File: src/rtl/bx_pkg.sv
package bx_pkg;
    typedef enum logic {
        FORM_LEVEL   = 1'b0,
        FORM_CLOCKED = 1'b1
    } store_form_e;

    localparam int PORT_A  = 0;
    localparam int PORT_B1 = 1;
    localparam int PORT_B2 = 2;
    localparam int NPORTS  = 3;
endpackage

File: src/rtl/bx_store.sv
module bx_store #(
    parameter int                  WIDTH = 12,
    parameter bx_pkg::store_form_e FORM  = bx_pkg::FORM_CLOCKED
) (
    input  logic             clk,
    input  logic             rst_n,
    input  logic             en,
    input  logic [WIDTH-1:0] d,
    output logic [WIDTH-1:0] q
);
    logic [WIDTH-1:0] held;

    generate
        if (FORM == bx_pkg::FORM_LEVEL) begin : g_level
            always_latch begin
                if (!rst_n)
                    held <= '0;
                else if (en)
                    held <= d;
            end
            assign q = held;
        end else begin : g_clocked
            always_ff @(posedge clk or negedge rst_n) begin
                if (!rst_n)
                    held <= '0;
                else if (en)
                    held <= d;
            end
            // bypass gives transparency between edges
            assign q = (en && rst_n) ? d : held;
        end
    endgenerate
endmodule

File: src/rtl/bx_return_mux.sv
module bx_return_mux #(
    parameter int WIDTH = 12
) (
    input  logic             sel_first,
    input  logic [WIDTH-1:0] first,
    input  logic [WIDTH-1:0] second,
    output logic [WIDTH-1:0] y
);
    always_comb begin
        unique case (sel_first)
            1'b1:    y = first;
            default: y = second;
        endcase
    end
endmodule

File: src/rtl/bx_port_enable.sv
module bx_port_enable #(
    parameter int N = bx_pkg::NPORTS
) (
    input  logic         rst_n,
    input  logic [N-1:0] oe_n,
    output logic [N-1:0] drv
);
    generate
        for (genvar i = 0; i < N; i++) begin : g_port
            assign drv[i] = rst_n & ~oe_n[i];
        end
    endgenerate
endmodule

File: src/rtl/tri_port_exchanger.sv
module tri_port_exchanger #(
    parameter int                  WIDTH = 12,
    parameter bx_pkg::store_form_e FORM  = bx_pkg::FORM_CLOCKED
) (
    input  logic             clk,
    input  logic             rst_n,
    input  logic [WIDTH-1:0] a_in,
    input  logic [WIDTH-1:0] b1_in,
    input  logic [WIDTH-1:0] b2_in,
    input  logic             ld_a2b1,
    input  logic             ld_a2b2,
    input  logic             ld_b12a,
    input  logic             ld_b22a,
    input  logic             sel_b1,
    input  logic             oe_a_n,
    input  logic             oe_b1_n,
    input  logic             oe_b2_n,
    output logic [WIDTH-1:0] a_out,
    output logic             a_drv,
    output logic [WIDTH-1:0] b1_out,
    output logic             b1_drv,
    output logic [WIDTH-1:0] b2_out,
    output logic             b2_drv
);
    localparam int NP = bx_pkg::NPORTS;

    logic [WIDTH-1:0] ret1_q, ret2_q;
    logic [NP-1:0]    oe_vec_n, drv_vec;

    bx_store #(.WIDTH(WIDTH), .FORM(FORM)) u_fwd1 (
        .clk(clk), .rst_n(rst_n), .en(ld_a2b1), .d(a_in), .q(b1_out));
    bx_store #(.WIDTH(WIDTH), .FORM(FORM)) u_fwd2 (
        .clk(clk), .rst_n(rst_n), .en(ld_a2b2), .d(a_in), .q(b2_out));
    bx_store #(.WIDTH(WIDTH), .FORM(FORM)) u_ret1 (
        .clk(clk), .rst_n(rst_n), .en(ld_b12a), .d(b1_in), .q(ret1_q));
    bx_store #(.WIDTH(WIDTH), .FORM(FORM)) u_ret2 (
        .clk(clk), .rst_n(rst_n), .en(ld_b22a), .d(b2_in), .q(ret2_q));

    bx_return_mux #(.WIDTH(WIDTH)) u_mux (
        .sel_first(sel_b1), .first(ret1_q), .second(ret2_q), .y(a_out));

    always_comb begin
        oe_vec_n                  = '1;
        oe_vec_n[bx_pkg::PORT_A]  = oe_a_n;
        oe_vec_n[bx_pkg::PORT_B1] = oe_b1_n;
        oe_vec_n[bx_pkg::PORT_B2] = oe_b2_n;
    end

    bx_port_enable #(.N(NP)) u_oe (
        .rst_n(rst_n), .oe_n(oe_vec_n), .drv(drv_vec));

    assign a_drv  = drv_vec[bx_pkg::PORT_A];
    assign b1_drv = drv_vec[bx_pkg::PORT_B1];
    assign b2_drv = drv_vec[bx_pkg::PORT_B2];
endmodule

File: config.mk
export PLATFORM = sky130hd
export DESIGN_NAME = tri_port_exchanger
export DESIGN_NICKNAME = d
export VERILOG_FILES = /design/src/rtl/bx_pkg.sv /design/src/rtl/bx_store.sv /design/src/rtl/bx_return_mux.sv /design/src/rtl/bx_port_enable.sv /design/src/rtl/tri_port_exchanger.sv
export SDC_FILE = /design/constraint.sdc
export NUM_CORES = 1
export LEC_CHECK = 0
export ABC_AREA = 1
export ABC_CLOCK_PERIOD_IN_PS = 800
export BUFFER_PORTS_ARGS = -buffer_cell sky130_fd_sc_hd__buf_2
export CAP_MARGIN = 20
export CORE_MARGIN = 10
export CORE_UTILIZATION = 25
export DETAILED_ROUTE_END_ITERATION = 10
export MAX_ROUTING_LAYER = met4
export PLACE_DENSITY = 0.46
export SYNTH_ARGS = -nofsm -noshare
export SYNTH_HDL_FRONTEND = slang
export SYNTH_HIERARCHICAL = 1
export SYNTH_SLANG_ARGS = --single-unit
export TNS_END_PERCENT = 50
File: constraint.sdc
create_clock -name clk -period 0.8 [get_ports clk]
set_input_delay 0.08 -clock clk [delete_from_list [all_inputs] [get_ports clk]]
set_output_delay 0.08 -clock clk [all_outputs]
set_load 0.02 [all_outputs]
==> Implementation_results.wiki, run 1 <==
{| class="wikitable"
! Metric !! Value
|-
| Total count of hold-check failures in the final report || 0
|-
| Type of element capturing the critical path || primary output
|-
| Number of routed nets with antenna violations || 0
|-
| Netlist area before placement || 0.00287 sq mm
|-
| Critical R2R Launch || u_fwd1/held[2]
|-
| Clock latency at the later pin of the worst-skew pair || 0.29 ns
|-
| DRT iter0 DRCs || 108
|-
| Layout cells sized above 1 || 29.0%
|-
| Post-synthesis average cell area || 7.05 sq um
|-
| HPWL Detailed || 6670 um
|-
| Final antenna diode count || 0
|-
| Worst endpoint data arrival time || 1.06 ns
|-
| Net switching power of the design || 2170 uW
|-
| Worst r2r path cells || 3
|-
| Peak VDD IR || 0.758 mV
|-
| Slowest cell delay on critical path || 0.38 ns
|-
| Net switching share of the total power || 30.9%
|-
| Aggregate routed wire length || 8820 um
|-
| Die footprint || 0.0162 sq mm
|-
| Violations in the final reports || setup timing
|-
| Wire per inst || 13.0 um
|-
| Run status || finished with violations
|-
| Clock period minus final worst setup slack || 1.14 ns
|-
| Startpoint of the worst hold path || b2_in[0]
|-
| Number of synthesized flops with an enable pin || 0
|-
| WP data required || 0.72 ns
|-
| Post-synthesis sequential area ratio || 41.9%
|-
| CTS buffer count || 5
|-
| Largest cells by area after synthesis || dfrtp_1 (42%), nand2_1 (24%), nand3_1 (8.4%)
|-
| Core Region || 0.0113 sq mm
|-
| Layout net count || 580
|-
| Worst reg-to-reg setup slack || 0.07 ns
|-
| Seq cells post-synth || 48
|-
| Final WS setup || -0.339 ns
|-
| Top cells by count, synth || nand2_1 (180), dfrtp_1 (48), inv_1 (48), nand3_1 (48)
|-
| Setup violations, final || 37
|-
| Number of instances in the synthesized netlist || 407
|-
| Met1 usage in global routing || 13.8%
|-
| Kind of start point of the critical path || flip-flop
|-
| Tightest Hold Check Type || in2reg
|-
| First-pass GRT wire length || 14,300 um
|-
| P&R area growth vs syn || 46.0%
|-
| RSZ-0062 raised after global routing || true
|-
| Sequential cell fraction of total power || 39.4%
|-
| Layout Cells excl Fill || 678
|-
| Max Clock Skew || 0 ns
|-
| Dominant cell type by area after synthesis || dfrtp_1
|-
| Clock tree from TritonCTS || built
|-
| Routed via count divided by cell count || 4.28
|-
| Final Wtd Congestion || 0.822
|-
| F_max || 878 MHz
|-
| Initial core utilization || 25.3%
|-
| Post-synth top flop || dfrtp_1
|-
| Met2 Usage GRT || 17.2%
|-
| Final hold slack || 0.0108 ns
|-
| Capture point of the worst reg-to-reg path || u_fwd1/held[2]
|-
| Clock edge transition at the registers on the reported setup and hold paths || 0.06 ns
|-
| Series of cell instances along the critical path || nand2_1 -> nand2_1 -> nand2_1 -> nand2_2 -> buf_6
|-
| Pwr per Cell Area || 1670 mW/mm^2
|-
| Post-synthesis async set-or-reset flop share || 100%
|-
| Number of slew-limit violations in the final report || 0
|-
| Critical path class || reg2out
|-
| Highest-utilization routing layer at the global route stage || met2
|-
| Hold Path Stages || 3
|-
| Number of I/O port buffers || 84
|-
| Overflow after GRT || 0
|-
| Number of different library cells in the post-synthesis netlist || 11
|-
| Cell with the biggest individual delay on the critical path || dfrtp_1
|-
| Area share of the largest cell type after synthesis || 41.9%
|-
| IO Count || 85
|-
| Ys Warns || 6
|-
| Reported max-cap violation count || 0
|-
| Portion of total power attributed to combinational logic || 29.6%
|-
| Largest net degree at the start of global routing || 23
|-
| Initial antenna violation count || 0
|-
| Terminating pin of the worst hold path || u_ret2/held[0]
|-
| Lkg Pwr || 0.00233 uW
|-
| Worst-margin pin slew || 0.314 ns
|-
| Maximum count of clock buffers along a single path || 2
|-
| Most frequent cell after synthesis || nand2_1
|-
| Clk Tree Root Cell || clkbuf_16
|-
| Global Route Usage Sum || 11.0%
|-
| Total nets after synthesis || 453
|-
| Total internal power || 4840 uW
|-
| Clk pwr share || 31.0%
|-
| Worst slew margin || 79.1%
|-
| Die span in y || 127 um
|-
| Cell row count || 39
|-
| Cell seen most often among critical-path stages || nand2_1
|-
| Fraction of met3 tracks used by global routing || 2.85%
|-
| Die width || 127 um
|-
| Clock tree sinks || 48
|-
| Total DRC errors in the routed layout || 0
|-
| Final worst-path cycle share || 142%
|-
| Cell count after placement || 651
|-
| Number of levels the H-tree was split into || 2
|-
| Number of global-route vias before repair || 2,961
|-
| Largest fanout of any net on the critical path || 2
|-
| DR vias || 2,900
|-
| Pre-Repair DR Iteration Count || 4
|}
[layout make-up]
class	count	area (sq um)
clock buffers	8	146
fillers	1211	7130
inverters	50	193
multi-input cells	283	1250
flip-flops and latches	48	1200
well taps	143	179
repair buffers	146	1220
[state kept, by name, summed over array words and instances, names as in the netlist]
| register | cells |
|---|---|
| u_fwd1/held | 12 |
| u_ret2/held | 12 |
| u_ret1/held | 12 |
| u_fwd2/held | 12 |
[worst max path at each step]
| stage | from | endpoint | cells after the start |
|---|---|---|---|
| floorplan | ld_b12a | a_out[0] | 7 |
| global placement | rst_n | b2_out[1] | 6 |
| detailed placement | rst_n | a_out[4] | 7 |
| CTS | u_ret2/held[10] | a_out[10] | 5 |
| global route | u_ret2/held[3] | a_out[3] | 5 |
| finish | u_ret2/held[10] | a_out[10] | 5 |
[metal layers]
metal / vias up / wire, um
met5: - / 0
met1: 1317 / 4190
met2: 79 / 4100
met3: 5 / 453
li1: 1499 / -
met4: 0 / 70
[critical path, delay by kind of cell (launching register included)]
| family | cells | cell delay [ns] |
|---|---|---|
| buffers and inverters | 1 | 0.13 |
| and+or+nand+nor | 4 | 0.27 |
| DFF | 1 | 0.38 |
[stage by stage]
step	setup slack, ns	total power (uW)	area (sq um)	TNS (ns)	util (%)
after floorplan	0.0495	3810	2870	0	-
after global placement	-0.239	4520	3610	-8.17	31.9
after detailed placement	-0.234	4540	3610	-8.27	31.9
after CTS	-0.366	7010	4060	-9.79	35.8
after global routing	-0.431	7460	4190	-11.37	37.0
final	-0.339	7000	4190	-9.19	37.0
[cell usage in the layout, fill, tap and decap left out]
master,netlist,final
buf_12,0,6
buf_16,0,1
buf_2,0,52
buf_4,9,42
buf_6,17,31
clkbuf_1,0,2
clkbuf_16,0,5
clkbuf_8,0,1
dfrtp_1,48,48
dlygate4sd3_1,0,12
dlymetal6s4s_1,0,2
inv_1,48,48
inv_2,2,1
inv_6,0,1
nand2_1,180,172
nand2_2,0,8
nand2_4,4,4
nand3_1,48,48
nor2_2,3,1
nor2_4,0,2
o21ai_0,24,24
o21ai_1,24,24
[power groups by stage]
| stage | registers, uW | clock network [uW] | logic, uW |
|---|---|---|---|
| floorplan | 2770 | 0 | 1040 |
| CTS | 2760 | 2270 | 1980 |
| global placement | 2800 | 0 | 1720 |
| detailed placement | 2810 | 0 | 1730 |
| finish | 2760 | 2170 | 2070 |
| global route | 2790 | 2370 | 2300 |
[cells by family after synthesis]
kind of cell,Yosys count,share of synthesized area [%]
compound gates,48,8.38
flops,48,41.9
buf+inv,76,15.6
simple gates,235,34.2
[timing repair]
item                                    4_1_cts  5_1_grt
endpoints found under the setup margin       39       50
resized for setup                            50       30
buffers inserted                              1        4
pin swaps                                    19        7
endpoints found under the hold margin        45        0
hold buffers                                 14        0
No activity file was read; power rests on OpenSTA's default activity.
==> inputs of run 2 (changes only) <==
--- a/config.mk
+++ b/config.mk
@@ -13,7 +13,7 @@
 export CORE_UTILIZATION = 25
 export DETAILED_ROUTE_END_ITERATION = 10
 export MAX_ROUTING_LAYER = met4
-export PLACE_DENSITY = 0.46
+export PLACE_DENSITY = 0.52
 export SYNTH_ARGS = -nofsm -noshare
 export SYNTH_HDL_FRONTEND = slang
 export SYNTH_HIERARCHICAL = 1
==> run 2 against run 1 <==
Against the previous run: the run still ends with setup timing left; first-iteration DRC count up 31%; clock power is 13% lower; worst hold slack better by 0.025 ns; global-route usage shrank 0.17 points; clock-buffer cell count decreased by 3; die area unchanged; sequential power is essentially flat; setup slack worse by 0.0052 ns; critical path type unchanged; highest routed layer unchanged.
==> Implementation_results.wiki, run 2 (synthesized netlist as in run 1, its figures left out) <==
{| class="wikitable"
! Metric !! Value
|-
| Run status || finished with violations
|-
| Violations in the final reports || setup timing
|-
| Metal3 WL || 504 um
|-
| Die footprint || 0.0162 sq mm
|-
| Layout net count || 569
|-
| Setup_tns || -8.47 ns
|-
| Clock latency at the later pin of the worst-skew pair || 0.28 ns
|-
| DR vias || 2,867
|-
| Number of routed nets with antenna violations || 0
|-
| Number of global-route vias before repair || 2,938
|-
| Net switching share of the total power || 30.2%
|-
| Number of levels the H-tree was split into || 2
|-
| Worst endpoint data arrival time || 1.06 ns
|-
| Worst-margin pin slew || 0.441 ns
|-
| Initial core utilization || 25.3%
|-
| Pwr per Cell Area || 1640 mW/mm^2
|-
| Clock tree from TritonCTS || built
|-
| Cell count after placement || 641
|-
| Layout cells sized above 1 || 29.2%
|-
| Cell row count || 39
|-
| Type of element capturing the critical path || primary output
|-
| Sequential cell fraction of total power || 41.0%
|-
| WP data required || 0.72 ns
|-
| DRT iter0 DRCs || 141
|-
| HPWL Detailed || 6580 um
|-
| IO Count || 85
|-
| M1 WL || 4080 um
|-
| Initial antenna violation count || 0
|-
| RSZ-0062 raised after global routing || true
|-
| Lkg Pwr || 0.00229 uW
|-
| Total internal power || 4700 uW
|-
| Kind of start point of the critical path || flip-flop
|-
| Total count of hold-check failures in the final report || 0
|-
| Aggregate routed wire length || 8620 um
|-
| P&R area growth vs syn || 42.9%
|-
| Clock period minus final worst setup slack || 1.14 ns
|-
| Final worst-path cycle share || 143%
|-
| Clk Tree Root Cell || clkbuf_16
|-
| Largest net degree at the start of global routing || 25
|-
| Core Region || 0.0113 sq mm
|-
| Final Wtd Congestion || 0.900
|-
| Pre-Repair DR Iteration Count || 4
|-
| Tightest Hold Check Type || in2reg
|-
| Clock tree sinks || 48
|-
| Peak VDD IR || 0.939 mV
|-
| Wire per inst || 13.0 um
|-
| Routed via count divided by cell count || 4.32
|-
| Highest Signal Layer || met4
|-
| Reported max-cap violation count || 0
|-
| Most common cell after layout, fill and taps aside || nand2_1
|-
| Minimum setup slack after placement || -0.251 ns
|-
| Number of slew-limit violations in the final report || 0
|-
| Final antenna diode count || 0
|-
| Clock edge transition at the registers on the reported setup and hold paths || 0.06 ns
|-
| Portion of total power attributed to combinational logic || 30.9%
|-
| Setup violations, final || 39
|-
| Total DRC errors in the routed layout || 0
|-
| Maximum count of clock buffers along a single path || 2
|-
| Largest fanout of any net on the critical path || 2
|-
| Max Clock Skew || 0 ns
|-
| Commonest non-fill, non-tap cells in the layout || nand2_1 (168), nand3_1 (48), inv_1 (48), dfrtp_1 (48), buf_2 (47)
|-
| Net switching power of the design || 2040 uW
|-
| Overflow after GRT || 0
|-
| Final-layout fill cell count || 1,193
|-
| F_max || 874 MHz
|-
| Final WS setup || -0.344 ns
|-
| CTS buffer count || 5
|-
| Worst slew margin || 70.6%
|-
| Die span in y || 127 um
|-
| Number of I/O port buffers || 84
|-
| Layout Cells excl Fill || 664
|-
| Detailed-routed wire length on met2 || 3960 um
|-
| Clk pwr share || 28.1%
|-
| First-pass GRT wire length || 14,400 um
|-
| Critical path class || reg2out
|-
| Global Route Usage Sum || 10.8%
|-
| Die width || 127 um
|}
run 2: cell types whose count changed in the layout (fill, tap and decap cells not counted), moves of 2 or more:
cell | previous run | this run
buf_4 | 42 | 37
buf_2 | 52 | 47
nand2_1 | 172 | 168
nand2_2 | 8 | 12
nor2_4 | 2 | 0
dlygate4sd3_1 | 12 | 5
nor2_2 | 1 | 3
clkbuf_1 | 2 | 0
buf_8 | 0 | 2
dlymetal6s4s_1 | 2 | 4
buf_6 | 31 | 34
run 2: worst paths after layout:
path	startpoint	endpoint	slack (ns)	cells after the start
worst max-delay path	u_ret1/held[11]	a_out[11]	-0.34	5
worst min-delay path	b1_in[11]	u_ret1/held[11]	0.04	3
worst max register to register	u_ret1/held[2]	u_ret1/held[2]	0.05	3
worst min register to register	u_fwd1/held[4]	u_fwd1/held[4]	0.51	2
max in group asynchronous	rst_n	u_fwd1/held[6]	0.13	4
min in group asynchronous	rst_n	u_fwd2/held[1]	0.13	3
run 2: layout make-up:
type / instances / area [sq um] / area share [%]
multi-input combinational: 283 / 1250 / 30.5
timing repair buffer: 135 / 1150 / 28.1
inverter: 50 / 190 / 4.64
sequential: 48 / 1200 / 29.3
clock buffer: 5 / 125 / 3.05
tap: 143 / 179 / 4.37
run 2: per-stage QoR:
stage / hold slack [ns] / power [uW] / util (%) / instance area (sq um)
final: 0.0359 / 6740 / 36.2 / 4100
after global routing: 0.0430 / 7170 / 36.2 / 4100
after CTS: 0.0289 / 6730 / 34.9 / 3950
after detailed placement: -0.101 / 4500 / 31.2 / 3530
after global placement: -0.102 / 4480 / 31.2 / 3530
after floorplan: -0.216 / 3810 / - / 2870
run 2: metal layers:
layer  vias to the layer above  GRT usage (%)
met5                         -              -
met4                         0           2.41
met1                      1300           13.9
li1                       1475              -
met2                        84           16.9
met3                         8           2.61
run 2: critical path: stages (launching register included):
cell and delay [ns]:
dfrtp_1 0.38, nand2_1 0.06, nand2_1 0.06, nand2_1 0.08
nand2_1 0.08, buf_6 0.14
run 2: repair_timing:
| item | in CTS | in global routing |
|---|---|---|
| endpoints found under the hold margin | 48 | 0 |
| setup buffers | 4 | 5 |
| hold buffers | 9 | 0 |
| setup endpoints to repair | 39 | 61 |
| pin swaps | 22 | 13 |
| gates resized for setup | 55 | 38 |
run 2: power by group through the flow:
stage	Clock, uW	Combinational [uW]	Sequential [uW]
floorplan	0	1040	2770
global placement	0	1680	2800
detailed placement	0	1700	2800
CTS	2010	1960	2760
global route	2080	2310	2780
finish	1890	2080	2760
